$ cat config.mk
export PLATFORM = sky130hd
export DESIGN_NAME = ocp_fault_ctrl
export DESIGN_NICKNAME = d
export VERILOG_FILES = /design/src/rtl/ocp_pkg.sv /design/src/rtl/ocp_pw_filter.sv /design/src/rtl/ocp_retry_timer.sv /design/src/rtl/ocp_fault_fsm.sv /design/src/rtl/ocp_fault_ctrl.sv
export SDC_FILE = /design/constraint.sdc
export NUM_CORES = 1
export LEC_CHECK = 0
export BUFFER_PORTS_ARGS = -buffer_cell sky130_fd_sc_hd__buf_2
export CAP_MARGIN = 40
export CORE_MARGIN = 8
export CORE_UTILIZATION = 50
export DETAILED_ROUTE_END_ITERATION = 7
export PLACE_DENSITY = 0.76
export REMOVE_ABC_BUFFERS = 1
export SLEW_MARGIN = 20
export SYNTH_ARGS = -nofsm -noshare
export SYNTH_HDL_FRONTEND = slang
export SYNTH_SLANG_ARGS = --single-unit
$ cat constraint.sdc
create_clock -name clk -period 2.9 [get_ports clk]
set_clock_uncertainty 0.05 [all_clocks]
set_input_delay 0.29 -clock clk [delete_from_list [all_inputs] [get_ports clk]]
set_output_delay 0.29 -clock clk [all_outputs]
set_load 0.01 [all_outputs]
$ cat src/rtl/ocp_pkg.sv
package ocp_pkg;

    typedef enum logic [1:0] {
        ST_RUN        = 2'd0,
        ST_RETRY_WAIT = 2'd1,
        ST_LATCHED    = 2'd2
    } ocp_state_e;

endpackage

$ cat src/rtl/ocp_pw_filter.sv
// Pulse-width qualifier: flags an overcurrent once the detect line has
// been high for QUAL_CYCLES consecutive edges while armed.
module ocp_pw_filter #(
    parameter int QUAL_CYCLES = 8
) (
    input  logic clk,
    input  logic rst_n,
    input  logic arm_i,
    input  logic oc_i,
    output logic qual_o
);
    localparam int CW = $clog2(QUAL_CYCLES + 1);
    localparam logic [CW-1:0] LAST = CW'(QUAL_CYCLES - 1);

    logic [CW-1:0] cnt_q;

    always_ff @(posedge clk or negedge rst_n) begin
        if (!rst_n) begin
            cnt_q <= '0;
        end else if (!arm_i || !oc_i) begin
            cnt_q <= '0;
        end else if (cnt_q != LAST) begin
            cnt_q <= cnt_q + 1'b1;
        end
    end

    assign qual_o = arm_i && oc_i && (cnt_q == LAST);

endmodule

$ cat src/rtl/ocp_retry_timer.sv
// Timeout counter: done_o is high on the RETRY_CYCLES-th edge of a run.
module ocp_retry_timer #(
    parameter int RETRY_CYCLES = 2000
) (
    input  logic clk,
    input  logic rst_n,
    input  logic run_i,
    output logic done_o
);
    localparam int TW = $clog2(RETRY_CYCLES + 1);
    localparam logic [TW-1:0] LAST = TW'(RETRY_CYCLES - 1);

    logic [TW-1:0] cnt_q;

    always_ff @(posedge clk or negedge rst_n) begin
        if (!rst_n) begin
            cnt_q <= '0;
        end else if (!run_i) begin
            cnt_q <= '0;
        end else if (cnt_q != LAST) begin
            cnt_q <= cnt_q + 1'b1;
        end
    end

    assign done_o = run_i && (cnt_q == LAST);

endmodule

$ cat src/rtl/ocp_fault_fsm.sv
module ocp_fault_fsm
    import ocp_pkg::*;
(
    input  logic       clk,
    input  logic       rst_n,
    input  logic       qual_i,
    input  logic       timer_done_i,
    input  logic       latch_mode_i,
    input  logic       standby_exit_i,
    output ocp_state_e state_o,
    output logic       fault_n_o
);
    ocp_state_e st_q, st_nxt;

    // next-state logic
    always_comb begin
        st_nxt = st_q;
        unique case (st_q)
            ST_RUN: begin
                if (qual_i) begin
                    st_nxt = latch_mode_i ? ST_LATCHED : ST_RETRY_WAIT;
                end
            end
            ST_RETRY_WAIT: begin
                if (standby_exit_i || timer_done_i) begin
                    st_nxt = ST_RUN;
                end
            end
            ST_LATCHED: begin
                if (standby_exit_i) begin
                    st_nxt = ST_RUN;
                end
            end
            default: st_nxt = ST_RUN;
        endcase
    end

    // state register
    always_ff @(posedge clk or negedge rst_n) begin
        if (!rst_n) begin
            st_q <= ST_RUN;
        end else begin
            st_q <= st_nxt;
        end
    end

    // registered outputs
    always_ff @(posedge clk or negedge rst_n) begin
        if (!rst_n) begin
            fault_n_o <= 1'b1;
        end else begin
            fault_n_o <= (st_nxt == ST_RUN);
        end
    end

    assign state_o = st_q;

endmodule

$ cat src/rtl/ocp_fault_ctrl.sv
module ocp_fault_ctrl
    import ocp_pkg::*;
#(
    parameter int QUAL_CYCLES  = 8,
    parameter int RETRY_CYCLES = 2000
) (
    input  logic clk,
    input  logic rst_n,
    input  logic oc_detect_i,
    input  logic latch_mode_i,
    input  logic standby_exit_i,
    input  logic uv_i,
    input  logic ot_i,
    output logic bridge_en_o,
    output logic fault_n_o
);
    ocp_state_e st_q;
    logic       qual;
    logic       timer_done;

    ocp_pw_filter #(.QUAL_CYCLES(QUAL_CYCLES)) filt_i (
        .clk    (clk),
        .rst_n  (rst_n),
        .arm_i  (st_q == ST_RUN),
        .oc_i   (oc_detect_i),
        .qual_o (qual)
    );

    ocp_retry_timer #(.RETRY_CYCLES(RETRY_CYCLES)) tmr_i (
        .clk    (clk),
        .rst_n  (rst_n),
        .run_i  (st_q == ST_RETRY_WAIT),
        .done_o (timer_done)
    );

    ocp_fault_fsm fsm_i (
        .clk            (clk),
        .rst_n          (rst_n),
        .qual_i         (qual),
        .timer_done_i   (timer_done),
        .latch_mode_i   (latch_mode_i),
        .standby_exit_i (standby_exit_i),
        .state_o        (st_q),
        .fault_n_o      (fault_n_o)
    );

    // thermal and supply gating act directly, never latched
    assign bridge_en_o = (st_q == ST_RUN) && !uv_i && !ot_i;

endmodule

==> results of run 1 <==
area by class of cell:
cell class	instances	area (um2)
inverters	3	11.3
well taps	27	33.8
multi-input cells	75	497
fillers	178	822
clock buffers	4	36.3
repair buffers	9	50.0
flip-flops and latches	18	452
per-stage QoR:
step,power (W),cell area [um2],cells,utilization (%)
after global routing,0.000462,1080,136,56.8
final,0.000438,1080,136,56.8
after detailed placement,0.000287,1030,131,54.3
after global placement,0.000286,1030,131,54.3
after floorplan,0.000274,960,96,-
after CTS,0.000449,1080,136,56.8
worst register-to-register path, stage by stage (launching register included):
cell	delay (ps)
dfrtp_1	420
ha_1	270
nand3_4	140
or4_1	490
a21oi_1	150
final timing paths:
kind / from / end / slack (ps) / cells after the start
worst min-delay path: standby_exit_i / fsm_i.state_o[1] / 230 / 3
worst max-delay path: tmr_i.cnt_q[0] / tmr_i.cnt_q[8] / 1310 / 4
min in group asynchronous: rst_n / tmr_i.cnt_q[6] / 390 / 2
worst min register to register: fsm_i.state_o[1] / fsm_i.state_o[1] / 510 / 1
worst max register to register: tmr_i.cnt_q[0] / tmr_i.cnt_q[8] / 1310 / 4
max in group asynchronous: rst_n / fsm_i.fault_n_o / 2090 / 2
placed cells by master, fill, tap and decap left out, drive strengths merged, types with 3 or more instances in the layout:
| cell | instances |
|---|---|
| o31ai | 5 |
| nand3 | 7 |
| dfrtp | 17 |
| buf | 8 |
| nand4 | 4 |
| nand2 | 7 |
| clkbuf | 4 |
| nor2 | 6 |
| nand3b | 3 |
| nor3 | 4 |
| or4 | 4 |
| inv | 3 |
| a21oi | 8 |
logic make-up after synthesis:
logic type / Yosys count / synth area share (%)
and+or+nand+nor: 47 / 29.6
AOI/OAI and AO/OA: 23 / 15.6
DFF: 18 / 46.1
buffers and inverters: 6 / 3.19
muxes: 2 / 2.04
adders and majority gates: 2 / 2.55
xor gates and xnor gates: 1 / 0.894
metal layers:
layer / GRT usage, % / share of wire (%) / vias to the layer above
li1: - / - / 399
met4: 7.14 / 2.3 / 0
met5: 0 / 0 / -
met3: 2.58 / 2.6 / 5
met2: 21.8 / 47 / 12
met1: 14.6 / 48 / 378
sequential cells by signal (all words and copies together) (netlist names):
register         count
fsm_i.fault_n_o      1
fsm_i.state_o        2
tmr_i.cnt_q         11
filt_i.cnt_q         4
power groups by stage:
stage	clock [W]	combinational [W]	sequential, W
2_1_floorplan	0	0.0000111	0.000263
3_3_place_gp	0	0.0000224	0.000263
3_5_place_dp	0	0.0000233	0.000264
4_1_cts	0.000165	0.0000244	0.000259
5_1_grt	0.000173	0.0000288	0.000260
6_report	0.000156	0.0000235	0.000259
repair_timing:
action | in CTS | in global routing
hold buffers | 1 | 0
hold endpoints to repair | 17 | 0
setup endpoints to repair | 0 | 0
==> impl_metrics.tcl, run 1 <==
set metrics [dict create \
    status "finished clean" \
    yosys_most_used_dff "dfrtp_1" \
    critPathBufInv 0 \
    slew_headroom_pct 62.1 \
    grt_start_max_net_pins 19 \
    rsz0062_at_grt "false" \
    antenna_found_initial 0 \
    p_sw_w 0.0000963 \
    first_iter_violations 10 \
    portBuffers 8 \
    design.die.area_um2 3630 \
    yosysTopAreaCellShare_pct 43.4 \
    slew_viol_final 0 \
    synth_cells 99 \
    ys_seq_area_share_pct 46.1 \
    worst_slack_ps 1310 \
    cpPeakStageDelay_ps 490 \
    clock_path_buffers 2 \
    synth_most_common_cell "dfrtp_1" \
    synth_top_area_cell "dfrtp_1" \
    synthDistinctLibCells 39 \
    synth_seq_cells 18 \
    tritoncts "done" \
    pwr-share-seq_pct 59.0 \
    cp_max_fo 10 \
    boundaryPins 9 \
    netlist_area_um2 980 \
    finalSetupViolCount 0 \
    core_area_um2 1900 \
    row_count 16 \
    clkPwrFrac_pct 35.6 \
    peakVddDrop_uv 279 \
    clockRootBuffer "clkbuf_4" \
    vias 794 \
    worstMarginPinSlew_ps 568 \
    htree_levels 1 \
    dpl.hpwl_mm 1.42 \
    crit_path_end_kind "flip-flop" \
    via_per_inst 5.84 \
    clk_pin_slew_worst_paths_ps 100 \
    syn_avg_cell_area_um2 9.90 \
    clock_latency_ps 300 \
    cp_cell_sequence "ha_1, nand3_4, or4_1, a21oi_1" \
    critical-path-slowest-cell "or4_1" \
    critPathTopFamily "simple AND/OR/NAND/NOR gates" \
    gp_congestion 0.768 \
    p_int_w 0.000342 \
    grt_use_total_pct 12.9 \
    p_per_area_nw_per_um2 406 \
    drtPass1Iterations 4 \
    numCtsBuffers 3 \
    initial_core_util_pct 51.5 \
    synth-edff-count 0 \
    fmax_mhz 627 \
    grt_pass1_wl_mm 3.53 \
    finalCritPeriodShare_pct 55.0 \
    area_growth_pct 10.2 \
    combPwrFrac_pct 5.4 \
    required_ps 3080 \
    hold_viol_final 0 \
    fp.dieH_um 60.3 \
    final_nets 119 \
    critPathKind "flip-flop to flip-flop" \
    die_w_um 60.3 \
    layout_min_cycle_time_ps 1590 \
    total_leakage_power_nw 0.452 \
    routed_wl_mm 1.93 \
    async_flop_share_pct 100 \
    ant_nets 0 \
    ys_top_cells_by_area "dfrtp_1 43%, a21oi_1 4.1%, o31ai_1 3.8%" \
    whs_ps 232 \
    synth_common_cells "17 x dfrtp_1, 8 x a21oi_1, 7 x nand2_1, 6 x nand3_1, 6 x nor2_1" \
    insertedDiodeCount 0 \
    drive_gt1_share_pct 14.7 \
    cp.arrival_ps 1770 \
    clock-sinks 18 \
    setup-tns-final_ps 0 \
    start_kind "flip-flop" \
    cap_violations 0 \
    hold_class "input port to flip-flop" \
    routedWlPerCell_um 14.2 \
    overflow 0 \
    grt_pass1_vias 810 \
    cts_setup_buffers 0 \
    ys_warn_count 0 \
    ctsResizeCount 0 \
    preCtsSetupSlack_ps 1330 \
    swShare_pct 22.0 \
    drc_errors 0 \
]
No activity file was read; power rests on OpenSTA's default activity.
==> inputs of run 2 (changes only) <==
--- a/config.mk
+++ b/config.mk
@@ -10,7 +10,7 @@
 export CORE_MARGIN = 8
 export CORE_UTILIZATION = 50
 export DETAILED_ROUTE_END_ITERATION = 7
-export PLACE_DENSITY = 0.76
+export PLACE_DENSITY = 0.79
 export REMOVE_ABC_BUFFERS = 1
 export SLEW_MARGIN = 20
 export SYNTH_ARGS = -nofsm -noshare
==> constraint.sdc (replaced) <==
create_clock -name clk -period 1.4 [get_ports clk]
set_clock_uncertainty 0.05 [all_clocks]
set_input_delay 0.14 -clock clk [delete_from_list [all_inputs] [get_ports clk]]
set_output_delay 0.14 -clock clk [all_outputs]
set_load 0.01 [all_outputs]
==> impl_metrics.tcl, run 2 (synthesized netlist as in run 1, its figures left out) <==
set metrics [dict create \
    multi_input_area_um2 579 \
    clk_pin_slew_worst_paths_ps 100 \
    gp_congestion 0.876 \
    worstHoldStart "latch_mode_i" \
    design.die.area_um2 3630 \
    routedWlPerCell_um 14.7 \
    first_iter_violations 23 \
    largest_reg_flops 11 \
    regMostFlops "tmr_i.cnt_q" \
    clock-sinks 18 \
    worst_slack_ps -53.5 \
    worstMarginPinSlew_ps 405 \
    ant_nets 0 \
    hold_viol_final 0 \
    cp_max_fo 5 \
    regArea_um2 453 \
    peakVddDrop_uv 678 \
    drive_gt1_share_pct 40.6 \
    grt_pass1_wl_mm 4.13 \
    finalCritPeriodShare_pct 104 \
    fill_cells 129 \
    insertedDiodeCount 0 \
    dpl.hpwl_mm 1.64 \
    place_inst 147 \
    total_leakage_power_nw 0.575 \
    status "complete, but fails checks" \
    crit_path_end_kind "flip-flop" \
    r2r_cells 4 \
    final_cell_mix "23 x buf_4, 16 x dfrtp_1, 8 x buf_2, 7 x nand2_1, 6 x nand3_1" \
    antenna_found_initial 0 \
    boundaryPins 9 \
    numCtsBuffers 3 \
    slew_headroom_pct 73.0 \
    fmax_mhz 688 \
    cp.arrival_ps 1640 \
    grt_use_met1_pct 17.7 \
    clockRootBuffer "clkbuf_4" \
    timing.rr.start "tmr_i.cnt_q[1]" \
    slew_viol_final 0 \
    start_kind "flip-flop" \
    required_ps 1590 \
    finalNonFillerCells 160 \
    vias 905 \
    drtPass1Iterations 4 \
    p_per_area_nw_per_um2 685 \
    cap_violations 0 \
    grtUsageMet2_pct 24.2 \
    row_count 16 \
    hold_class "input port to flip-flop" \
    finalSetupViolCount 4 \
    finalPower_w 0.000923 \
    core_area_um2 1900 \
    final_nets 143 \
    tritoncts "done" \
    initial_core_util_pct 51.5 \
    endpoint "tmr_i.cnt_q[10]" \
    drc_errors 0 \
    met3_usage_pct 1.72 \
    rrSetupSlack_ps -50 \
    die_w_um 60.3 \
    overflow 0 \
    grt_pass1_vias 940 \
    fp.dieH_um 60.3 \
    via_per_inst 5.66 \
    clock_latency_ps 300 \
    crit_start "tmr_i.cnt_q[1]" \
    critPathKind "flip-flop to flip-flop" \
    failed_checks "negative setup slack" \
    rsz0062_at_grt "true" \
    routed_wl_mm 2.34 \
    final_common_cell "buf_4" \
    grt_use_total_pct 14.7 \
    whs_ps 90.3 \
    htree_levels 1 \
    portBuffers 8 \
    clock_path_buffers 2 \
    grt_start_max_net_pins 19 \
    layout_min_cycle_time_ps 1450 \
    r2r_end "tmr_i.cnt_q[10]" \
    top_usage_layer "met2" \
    area_growth_pct 37.5 \
]
[run 2: cell types whose count changed in the layout (fill, tap and decap cells not counted), moves of 2 or more]
cell | previous run | this run
a21oi_1 | 8 | 5
a21oi_2 | 0 | 3
buf_4 | 0 | 23
ha_1 | 2 | 0
or4_1 | 4 | 2
or4_4 | 0 | 2
[run 2: repair_timing]
action	in CTS	in global routing
setup buffers	4	4
gates resized for setup	6	11
setup endpoints to repair	10	14
pin swaps	5	1
hold buffers	1	0
endpoints found under the hold margin	17	0
[run 2: worst min path at each step]
| stage | endpoint | cells after the start |
|---|---|---|
| 2_1_floorplan | filt_i.cnt_q[0] | 0 |
| 3_3_place_gp | tmr_i.cnt_q[8] | 1 |
| 3_5_place_dp | tmr_i.cnt_q[8] | 1 |
| 4_1_cts | fsm_i.state_o[0] | 3 |
| 5_1_grt | fsm_i.state_o[0] | 3 |
| 6_report | fsm_i.state_o[0] | 3 |
[run 2: cell type report]
class,instances,share of cell area (%)
Sequential cell,18,33.6
Tap cell,27,2.51
Timing Repair Buffer,33,17.4
Clock buffer,4,2.69
Multi-Input combinational cell,75,43.0
Inverter,3,0.836
[run 2: worst max-delay path, stage by stage (launching register included)]
cell and delay (ps):
dfrtp_1 410, ha_4 180, nand3_4 100, or4_4 510
a21oi_2 140
[run 2: layer usage]
layer / up-vias / routed length [um]
li1: 449 / -
met1: 434 / 1120
met2: 15 / 1100
met3: 7 / 64
met4: 0 / 58
met5: - / 0
[run 2: report_power, final]
group          leakage, nW  internal [W]  switching, W  total [W]
logic                0.310     0.0000301     0.0000323  0.0000624
registers            0.244      0.000528    0.00000699   0.000535
clock network       0.0210      0.000159      0.000166   0.000325
[run 2: through the flow]
| step | cell area, um2 | util, % | TNS, ps | setup WS (ps) |
|---|---|---|---|---|
| 2_1_floorplan | 960 | - | -166 | -65.7 |
| 3_3_place_gp | 1150 | 60.7 | -43.3 | -22.2 |
| 3_5_place_dp | 1150 | 60.7 | -340 | -102 |
| 4_1_cts | 1260 | 66.3 | -102 | -42.8 |
| 5_1_grt | 1350 | 70.9 | -628 | -113 |
| 6_report | 1350 | 70.9 | -133 | -53.5 |
